### src/rtl/wdg_pkg.sv
`timescale 1ns/1ps
package wdg_pkg;
  // word index of each register (byte offset / 4)
  localparam logic [2:0] IDX_CTRL = 3'd0;
  localparam logic [2:0] IDX_FEED = 3'd1;
  localparam logic [2:0] IDX_FLAG = 3'd2;
  localparam logic [2:0] IDX_EN   = 3'd3;
  localparam logic [2:0] IDX_RSVD = 3'd4;
  localparam logic [2:0] IDX_LOCK = 3'd5;

  localparam logic [7:0] KEY_FEED_A = 8'hA5;
  localparam logic [7:0] KEY_FEED_B = 8'h5A;
  localparam logic [7:0] KEY_LOCK   = 8'h24;
  localparam logic [7:0] KEY_UNLOCK = 8'h42;

  localparam int CTRL_W = 11;

  typedef struct packed {
    logic       sleep_run; // bit 10
    logic       clk_on;    // bit 9
    logic       run_on;    // bit 8
    logic [3:0] rst_sel;   // bits 7:4
    logic [3:0] irq_sel;   // bits 3:0
  } ctrl_t;

  typedef enum logic [1:0] {PH_IRQ, PH_RST, PH_DONE} phase_e;
endpackage

### src/rtl/wdg_regs.sv
`timescale 1ns/1ps
module wdg_regs
  import wdg_pkg::*;
#(
  parameter int DATA_W = 32,
  parameter int ADDR_W = 5
) (
  input  logic              clk,
  input  logic              rst,
  input  logic              wr,
  input  logic              rd,
  input  logic [ADDR_W-1:0] addr,
  input  logic [DATA_W-1:0] wdata,
  input  logic              flag_tmo,
  input  logic              flag_rst,
  output logic [DATA_W-1:0] rdata,
  output ctrl_t             ctrl,
  output logic              en_tmo,
  output logic              en_rst,
  output logic              clr_tmo,
  output logic              clr_rst,
  output logic              feed
);
  localparam int WI_W = ADDR_W - 2;

  logic [WI_W-1:0]   widx;
  logic              sel_ctrl, sel_feed, sel_flag, sel_en, sel_lock;
  logic              locked;
  logic              armed;
  logic [DATA_W-1:0] rd_mux;
  logic              unused_bits;

  assign widx     = addr[ADDR_W-1:2];
  assign sel_ctrl = (widx == WI_W'(IDX_CTRL));
  assign sel_feed = (widx == WI_W'(IDX_FEED));
  assign sel_flag = (widx == WI_W'(IDX_FLAG));
  assign sel_en   = (widx == WI_W'(IDX_EN));
  assign sel_lock = (widx == WI_W'(IDX_LOCK));
  assign unused_bits = ^{addr[1:0], wdata[DATA_W-1:CTRL_W]};

  // control register, write protected by the lock
  always_ff @(posedge clk) begin
    if (rst) ctrl <= '0;
    else if (wr && sel_ctrl && !locked) ctrl <= ctrl_t'(wdata[CTRL_W-1:0]);
  end

  // lock register: only the two keys change it
  always_ff @(posedge clk) begin
    if (rst) locked <= 1'b0;
    else if (wr && sel_lock) begin
      if (wdata[7:0] == KEY_LOCK) locked <= 1'b1;
      else if (wdata[7:0] == KEY_UNLOCK) locked <= 1'b0;
    end
  end

  // output enables
  always_ff @(posedge clk) begin
    if (rst) begin
      en_tmo <= 1'b0;
      en_rst <= 1'b0;
    end else if (wr && sel_en) begin
      en_tmo <= wdata[0];
      en_rst <= wdata[2];
    end
  end

  // feed key tracker: every write re-evaluates the armed state
  always_ff @(posedge clk) begin
    if (rst) armed <= 1'b0;
    else if (wr) armed <= sel_feed && (wdata[7:0] == KEY_FEED_A);
  end

  assign feed    = wr && sel_feed && armed && (wdata[7:0] == KEY_FEED_B);
  assign clr_tmo = wr && sel_flag && wdata[0];
  assign clr_rst = wr && sel_flag && wdata[2];

  always_comb begin
    rd_mux = '0;
    if (sel_ctrl) rd_mux[CTRL_W-1:0] = ctrl;
    if (sel_flag) begin
      rd_mux[0] = flag_tmo;
      rd_mux[2] = flag_rst;
    end
    if (sel_en) begin
      rd_mux[0] = en_tmo;
      rd_mux[2] = en_rst;
    end
    if (sel_lock) rd_mux[0] = locked;
  end

  always_ff @(posedge clk) begin
    if (rst) rdata <= '0;
    else if (rd) rdata <= rd_mux;
  end

  // a control write while locked leaves the register unchanged
  a_r7_locked_ctrl_held: assert property (@(posedge clk) disable iff (rst)
    (locked && wr && sel_ctrl) |=> $stable(ctrl));
endmodule

### src/rtl/wdg_counter.sv
`timescale 1ns/1ps
module wdg_counter
  import wdg_pkg::*;
#(
  parameter int MAX_EXP = 25
) (
  input  logic  clk,
  input  logic  rst,
  input  ctrl_t ctrl,
  input  logic  sleep_i,
  input  logic  feed_i,
  output logic  tmo_hit_o,
  output logic  rst_hit_o
);
  localparam int CNT_W = MAX_EXP;
  localparam logic [CNT_W-1:0] ALL_ONES = {CNT_W{1'b1}};

  logic [CNT_W-1:0] cnt;
  phase_e           phase;
  logic             hold, pause, step;
  logic [CNT_W-1:0] irq_last, rst_last;

  assign hold     = !(ctrl.run_on && ctrl.clk_on);
  assign pause    = sleep_i && !ctrl.sleep_run;
  assign step     = !hold && !feed_i && !pause;
  assign irq_last = ALL_ONES >> ctrl.irq_sel;
  assign rst_last = ALL_ONES >> ctrl.rst_sel;

  assign tmo_hit_o = step && (phase == PH_IRQ) && (cnt >= irq_last);
  assign rst_hit_o = step && (phase == PH_RST) && (cnt >= rst_last);

  always_ff @(posedge clk) begin
    if (rst || hold) begin
      cnt   <= '0;
      phase <= PH_IRQ;
    end else if (feed_i) begin
      cnt   <= '0;
      phase <= PH_IRQ;
    end else if (!pause) begin
      case (phase)
        PH_IRQ: begin
          if (cnt >= irq_last) begin
            cnt   <= '0;
            phase <= PH_RST;
          end else cnt <= cnt + 1'b1;
        end
        PH_RST: begin
          if (cnt >= rst_last) begin
            cnt   <= '0;
            phase <= PH_DONE;
          end else cnt <= cnt + 1'b1;
        end
        default: ;
      endcase
    end
  end

  // with run or clock-on off the counter sits at zero
  a_r8_hold_clears: assert property (@(posedge clk) disable iff (rst)
    hold |=> (cnt == '0) && (phase == PH_IRQ));
  // a sleep pause freezes the count and the phase
  a_r9_pause_freezes: assert property (@(posedge clk) disable iff (rst)
    (!hold && !feed_i && pause) |=> $stable(cnt) && $stable(phase));
  // a completed key sequence restarts from zero
  a_r5_feed_restarts: assert property (@(posedge clk) disable iff (rst)
    (feed_i && !hold) |=> (cnt == '0) && (phase == PH_IRQ));
endmodule

### src/rtl/keyed_watchdog.sv
`timescale 1ns/1ps
module keyed_watchdog
  import wdg_pkg::*;
#(
  parameter int DATA_W  = 32,
  parameter int ADDR_W  = 5,
  parameter int MAX_EXP = 25
) (
  input  logic              clk,
  input  logic              rst,
  input  logic              bus_wr,
  input  logic              bus_rd,
  input  logic [ADDR_W-1:0] bus_addr,
  input  logic [DATA_W-1:0] bus_wdata,
  output logic [DATA_W-1:0] bus_rdata,
  input  logic              sleep_i,
  output logic              irq_o,
  output logic              rst_req_o
);
  ctrl_t ctrl;
  logic  en_tmo, en_rst, clr_tmo, clr_rst, feed;
  logic  tmo_hit, rst_hit;
  logic  flag_tmo, flag_rst;

  wdg_regs #(.DATA_W(DATA_W), .ADDR_W(ADDR_W)) regs_i (
    .clk(clk), .rst(rst), .wr(bus_wr), .rd(bus_rd), .addr(bus_addr),
    .wdata(bus_wdata), .flag_tmo(flag_tmo), .flag_rst(flag_rst),
    .rdata(bus_rdata), .ctrl(ctrl), .en_tmo(en_tmo), .en_rst(en_rst),
    .clr_tmo(clr_tmo), .clr_rst(clr_rst), .feed(feed)
  );

  wdg_counter #(.MAX_EXP(MAX_EXP)) cnt_i (
    .clk(clk), .rst(rst), .ctrl(ctrl), .sleep_i(sleep_i), .feed_i(feed),
    .tmo_hit_o(tmo_hit), .rst_hit_o(rst_hit)
  );

  // sticky flags: a new event wins over a same-cycle clear
  always_ff @(posedge clk) begin
    if (rst) begin
      flag_tmo <= 1'b0;
      flag_rst <= 1'b0;
    end else begin
      if (tmo_hit) flag_tmo <= 1'b1;
      else if (clr_tmo) flag_tmo <= 1'b0;
      if (rst_hit) flag_rst <= 1'b1;
      else if (clr_rst) flag_rst <= 1'b0;
    end
  end

  always_ff @(posedge clk) begin
    if (rst) begin
      irq_o     <= 1'b0;
      rst_req_o <= 1'b0;
    end else begin
      irq_o     <= flag_tmo && en_tmo;
      rst_req_o <= flag_rst && en_rst;
    end
  end

  // outputs only rise behind an enabled bit
  a_r10_irq_gated: assert property (@(posedge clk) disable iff (rst)
    irq_o |-> $past(en_tmo));
  a_r10_rst_gated: assert property (@(posedge clk) disable iff (rst)
    rst_req_o |-> $past(en_rst));
endmodule

### config.mk
export PLATFORM = sky130hd
export DESIGN_NAME = keyed_watchdog
export DESIGN_NICKNAME = d
export VERILOG_FILES = /design/src/rtl/wdg_pkg.sv /design/src/rtl/wdg_regs.sv /design/src/rtl/wdg_counter.sv /design/src/rtl/keyed_watchdog.sv
export SDC_FILE = /design/constraint.sdc
export NUM_CORES = 1
export LEC_CHECK = 0
export ABC_AREA = 1
export BUFFER_PORTS_ARGS = -buffer_cell sky130_fd_sc_hd__buf_4
export CAP_MARGIN = 15
export CORE_UTILIZATION = 56
export DETAILED_ROUTE_END_ITERATION = 10
export GPL_ROUTABILITY_DRIVEN = 0
export GPL_TIMING_DRIVEN = 0
export PLACE_DENSITY = 0.92
export SLEW_MARGIN = 5
export SYNTH_ARGS = -nofsm -noshare
export SYNTH_HDL_FRONTEND = slang
export SYNTH_HIERARCHICAL = 1
export SYNTH_SLANG_ARGS = --single-unit
### constraint.sdc
create_clock -name clk -period 2.6 [get_ports clk]
set_input_delay 0.39 -clock clk [delete_from_list [all_inputs] [get_ports clk]]
set_output_delay 0.39 -clock clk [all_outputs]
set_load 0.005 [all_outputs]
==> metrics.txt <==
# TYPE chip_impl_metric gauge
chip_impl_metric{name="power",unit="uW"} 1900
chip_impl_metric{name="drt-vias-per-instance",unit=""} 5.28
chip_impl_info{name="status",value="finished clean"} 1
chip_impl_info{name="critical_path.most_common_cell",value="sky130_fd_sc_hd__nand2_1"} 1
chip_impl_metric{name="core_area",unit="um^2"} 6790
chip_impl_metric{name="antenna_violations_before_repair",unit=""} 0
chip_impl_metric{name="fin_setup_tns",unit="ps"} 0
chip_impl_metric{name="max_slew_margin",unit=""} 0.623
chip_impl_metric{name="number_of_hold_violations_in_the_final_report",unit=""} 0
chip_impl_metric{name="nets",unit=""} 723
chip_impl_metric{name="number_of_buffers_added_by_the_clock_tree_synthesis_step",unit=""} 9
chip_impl_metric{name="netlist-cell-type-count",unit=""} 35
chip_impl_info{name="cts_tree",value="yes"} 1
chip_impl_metric{name="final_min_period_over_clock_period",unit=""} 0.909
chip_impl_metric{name="synth-seq-cells",unit=""} 57
chip_impl_metric{name="swShare",unit=""} 0.245
chip_impl_info{name="crit_path_start_kind",value="flip-flop"} 1
chip_impl_metric{name="achievable-frequency",unit="MHz"} 423
chip_impl_info{name="final_cell_mix",value="sky130_fd_sc_hd__nand2_1, sky130_fd_sc_hd__nor2_1, sky130_fd_sc_hd__inv_1"} 1
chip_impl_info{name="critical_path.endpoint_type",value="flip-flop"} 1
chip_impl_metric{name="synth-async-reset-ratio",unit=""} 0
chip_impl_metric{name="tightest_slew",unit="ps"} 564
chip_impl_metric{name="timing.critical_path.arrival",unit="ps"} 2600
chip_impl_metric{name="detail_route.wl_per_cell",unit="um"} 13.0
chip_impl_metric{name="initial_core_utilization",unit=""} 0.577
chip_impl_metric{name="ioPinCount",unit=""} 76
chip_impl_metric{name="worstPathMaxFanout",unit=""} 10
chip_impl_metric{name="worst_skew_pair.late_latency",unit="ps"} 350
chip_impl_metric{name="dpl_worst_slack",unit="ps"} 232
chip_impl_metric{name="max_cap_violations",unit=""} 0
chip_impl_metric{name="crit_path_max_incr_delay",unit="ps"} 360
chip_impl_metric{name="cts_hold_buffers",unit=""} 0
chip_impl_metric{name="clockPowerShare",unit=""} 0.430
chip_impl_metric{name="grt_pass1_wl",unit="um"} 15700
chip_impl_info{name="hold_path_class",value="input port to flip-flop"} 1
chip_impl_info{name="worstSetupPathType",value="flip-flop to flip-flop"} 1
chip_impl_metric{name="regToRegSetupSlack",unit="ps"} 240
chip_impl_metric{name="final-max-slew-violation-count",unit=""} 0
chip_impl_metric{name="drive_above_1_share",unit=""} 0.148
chip_impl_metric{name="cts.reportedPaths.clkPinSlew",unit="ps"} 60
chip_impl_info{name="critical-path-slowest-cell",value="sky130_fd_sc_hd__dfxtp_1"} 1
chip_impl_metric{name="pin_count_of_the_biggest_net_entering_global_routing",unit=""} 11
chip_impl_metric{name="worst_clock_skew",unit="ps"} 10.2
chip_impl_info{name="most_common_cell_after_layout_fill_and_taps_aside",value="sky130_fd_sc_hd__nand2_1"} 1
chip_impl_metric{name="globalRouteTotalUtil",unit=""} 0.273
chip_impl_metric{name="rows",unit=""} 30
chip_impl_info{name="path_cells",value="nor2_1 -> nand2_1 -> ha_1 -> nand2_1 -> nor2_1 -> nand2_1 -> nor2_1 -> nand2_1 -> nand2_1 -> nor2_1 -> nand3_2 -> nand3_4 -> buf_6 -> nand2_1 -> inv_1"} 1
chip_impl_metric{name="power_share_of_the_sequential_group",unit=""} 0.474
chip_impl_metric{name="hold_ws",unit="ps"} 283
chip_impl_metric{name="layoutNonFillerInstCount",unit=""} 751
chip_impl_metric{name="share_comb_of_total_power",unit=""} 0.095
chip_impl_metric{name="synth.cell_area",unit="um^2"} 3920
chip_impl_metric{name="totalWireLength",unit="um"} 9790
chip_impl_metric{name="cts_resized",unit=""} 0
chip_impl_info{name="ys_dominant_reg_cell",value="sky130_fd_sc_hd__dfxtp_1"} 1
chip_impl_metric{name="n_antenna_cell",unit=""} 0
chip_impl_metric{name="number_of_enable_flip_flop_cells_after_synthesis",unit=""} 0
chip_impl_metric{name="die_y",unit="um"} 85.7
chip_impl_metric{name="drtIter0Drc",unit=""} 295
chip_impl_metric{name="placed_cells_incl_taps",unit=""} 735
chip_impl_metric{name="finalWorstSetupSlack",unit="ps"} 237
chip_impl_metric{name="areaGrowthSynthToFinish",unit="%"} 15.7
chip_impl_metric{name="synth_cells",unit=""} 589
chip_impl_metric{name="power.net_switching",unit="uW"} 465
chip_impl_metric{name="dpl.hpwl",unit="um"} 7260
chip_impl_metric{name="synth_seq_area_share",unit=""} 0.291
chip_impl_metric{name="sink_count_of_the_clock_tree",unit=""} 57
chip_impl_metric{name="post_route_drc",unit=""} 0
chip_impl_metric{name="cell_internal_power_dissipation",unit="uW"} 1430
chip_impl_metric{name="post_synth.cell_area_avg",unit="um^2"} 6.66
chip_impl_metric{name="h_tree_depth_reported_by_cts",unit=""} 3
chip_impl_metric{name="synthesis.yosys.warnings",unit=""} 6
chip_impl_metric{name="max-vdd-ir-drop",unit="uV"} 296
chip_impl_metric{name="worstPathRequired",unit="ps"} 2840
chip_impl_metric{name="pwr_density_cell",unit="nW/um^2"} 418
chip_impl_metric{name="fp.dieArea",unit="um^2"} 7340
chip_impl_metric{name="gr-total-overflow",unit=""} 0
chip_impl_metric{name="antenna_violating_nets_post_route",unit=""} 0
chip_impl_metric{name="power.leakage",unit="uW"} 0.00222
chip_impl_metric{name="clock_tree.buffer_depth",unit=""} 2
chip_impl_metric{name="first_global_vias",unit=""} 3647
chip_impl_metric{name="min_period",unit="ps"} 2360
chip_impl_info{name="cts_root_buf",value="sky130_fd_sc_hd__clkbuf_8"} 1
chip_impl_metric{name="die_x",unit="um"} 85.7
chip_impl_metric{name="finalSetupViolations",unit=""} 0
chip_impl_metric{name="postcts_setup_bufs",unit=""} 0
chip_impl_metric{name="drt_first_pass_iters",unit=""} 6
chip_impl_metric{name="number_of_vias_after_detailed_routing",unit=""} 3964
chip_impl_metric{name="portBuffers",unit=""} 30
-- synthesized netlist by cell type (5+ instances only) --
cell type,instances,share of area
sky130_fd_sc_hd__nand2_1,141,0.14
sky130_fd_sc_hd__nor2_1,101,0.097
sky130_fd_sc_hd__inv_1,68,0.065
sky130_fd_sc_hd__dfxtp_1,57,0.29
sky130_fd_sc_hd__a21oi_1,36,0.046
sky130_fd_sc_hd__ha_1,31,0.099
sky130_fd_sc_hd__o21ai_0,27,0.034
sky130_fd_sc_hd__buf_4,21,0.040
sky130_fd_sc_hd__nand3_1,21,0.027
sky130_fd_sc_hd__xor2_1,16,0.036
sky130_fd_sc_hd__o21ai_1,8,0.010
sky130_fd_sc_hd__nor2_2,7,0.011
sky130_fd_sc_hd__nor3_1,7,0.0089
sky130_fd_sc_hd__nand4_1,5,0.0080
-- worst paths after layout --
check / start / endpoint / cells after the start
worst min register to register: regs_i/en_rst / rst_req_o / 2
worst min-delay path: rst / regs_i/en_tmo / 2
worst max register to register: regs_i/ctrl[7] / cnt_i/cnt[8] / 15
worst max-delay path: regs_i/ctrl[7] / cnt_i/cnt[8] / 15
-- per-layer routing --
metal  vias to the layer above  part of all wire  GRT usage
met4                         0             0.036      0.147
met1                      1798              0.41      0.315
met5                         -                 0          0
met3                        41             0.069     0.0520
met2                       167              0.49      0.479
li1                       1958                 -          -
-- critical path: cells and delay by family (launching register included) --
| kind | cells | cell delay (ps) |
|---|---|---|
| DFF | 1 | 360 |
| and+or+nand+nor | 12 | 1340 |
| adders and majority gates | 1 | 310 |
| buffers and inverters | 2 | 230 |
-- final cells by class --
class                   count  area [um^2]
flip-flops and latches     57         1140
repair buffers             30          225
inverters                  71          267
fillers                   538         2260
clock buffers              13          149
clock inverters             3         40.0
well taps                  96          120
plain buffers              30          223
multi-input cells         451         2370
-- cells by family (layout without fill, tap and decap cells) --
logic type | Yosys count | count (layout) | share of synthesized area
AOI/OAI and AO/OA | 80 | 80 | 0.108
xor gates and xnor gates | 18 | 18 | 0.0402
adders and majority gates | 31 | 31 | 0.0989
buffers and inverters | 101 | 147 | 0.125
DFF | 57 | 57 | 0.291
other | 1 | 21 | 0.000957
and+or+nand+nor | 301 | 301 | 0.336
-- flip-flops by register name, indices dropped and copies added (netlist names) --
signal,cells
cnt_i/cnt,25
regs_i/ctrl,11
regs_i/rdata,11
cnt_i/phase,2
flag_rst,1
flag_tmo,1
irq_o,1
regs_i/armed,1
regs_i/en_rst,1
regs_i/en_tmo,1
regs_i/locked,1
rst_req_o,1
-- power by group through the flow --
stage / registers (uW) / logic [uW] / clock network, uW
floorplan: 917 / 110 / 0
global placement: 918 / 167 / 0
detailed placement: 919 / 174 / 0
CTS: 900 / 177 / 822
global route: 902 / 199 / 866
finish: 901 / 180 / 817
-- stage by stage --
stage / util / area (um^2)
6_report: 0.668 / 4540
3_5_place_dp: 0.639 / 4340
3_3_place_gp: 0.639 / 4340
2_1_floorplan: - / 4000
4_1_cts: 0.667 / 4530
5_1_grt: 0.668 / 4540
(Power assumes the default switching activity.)
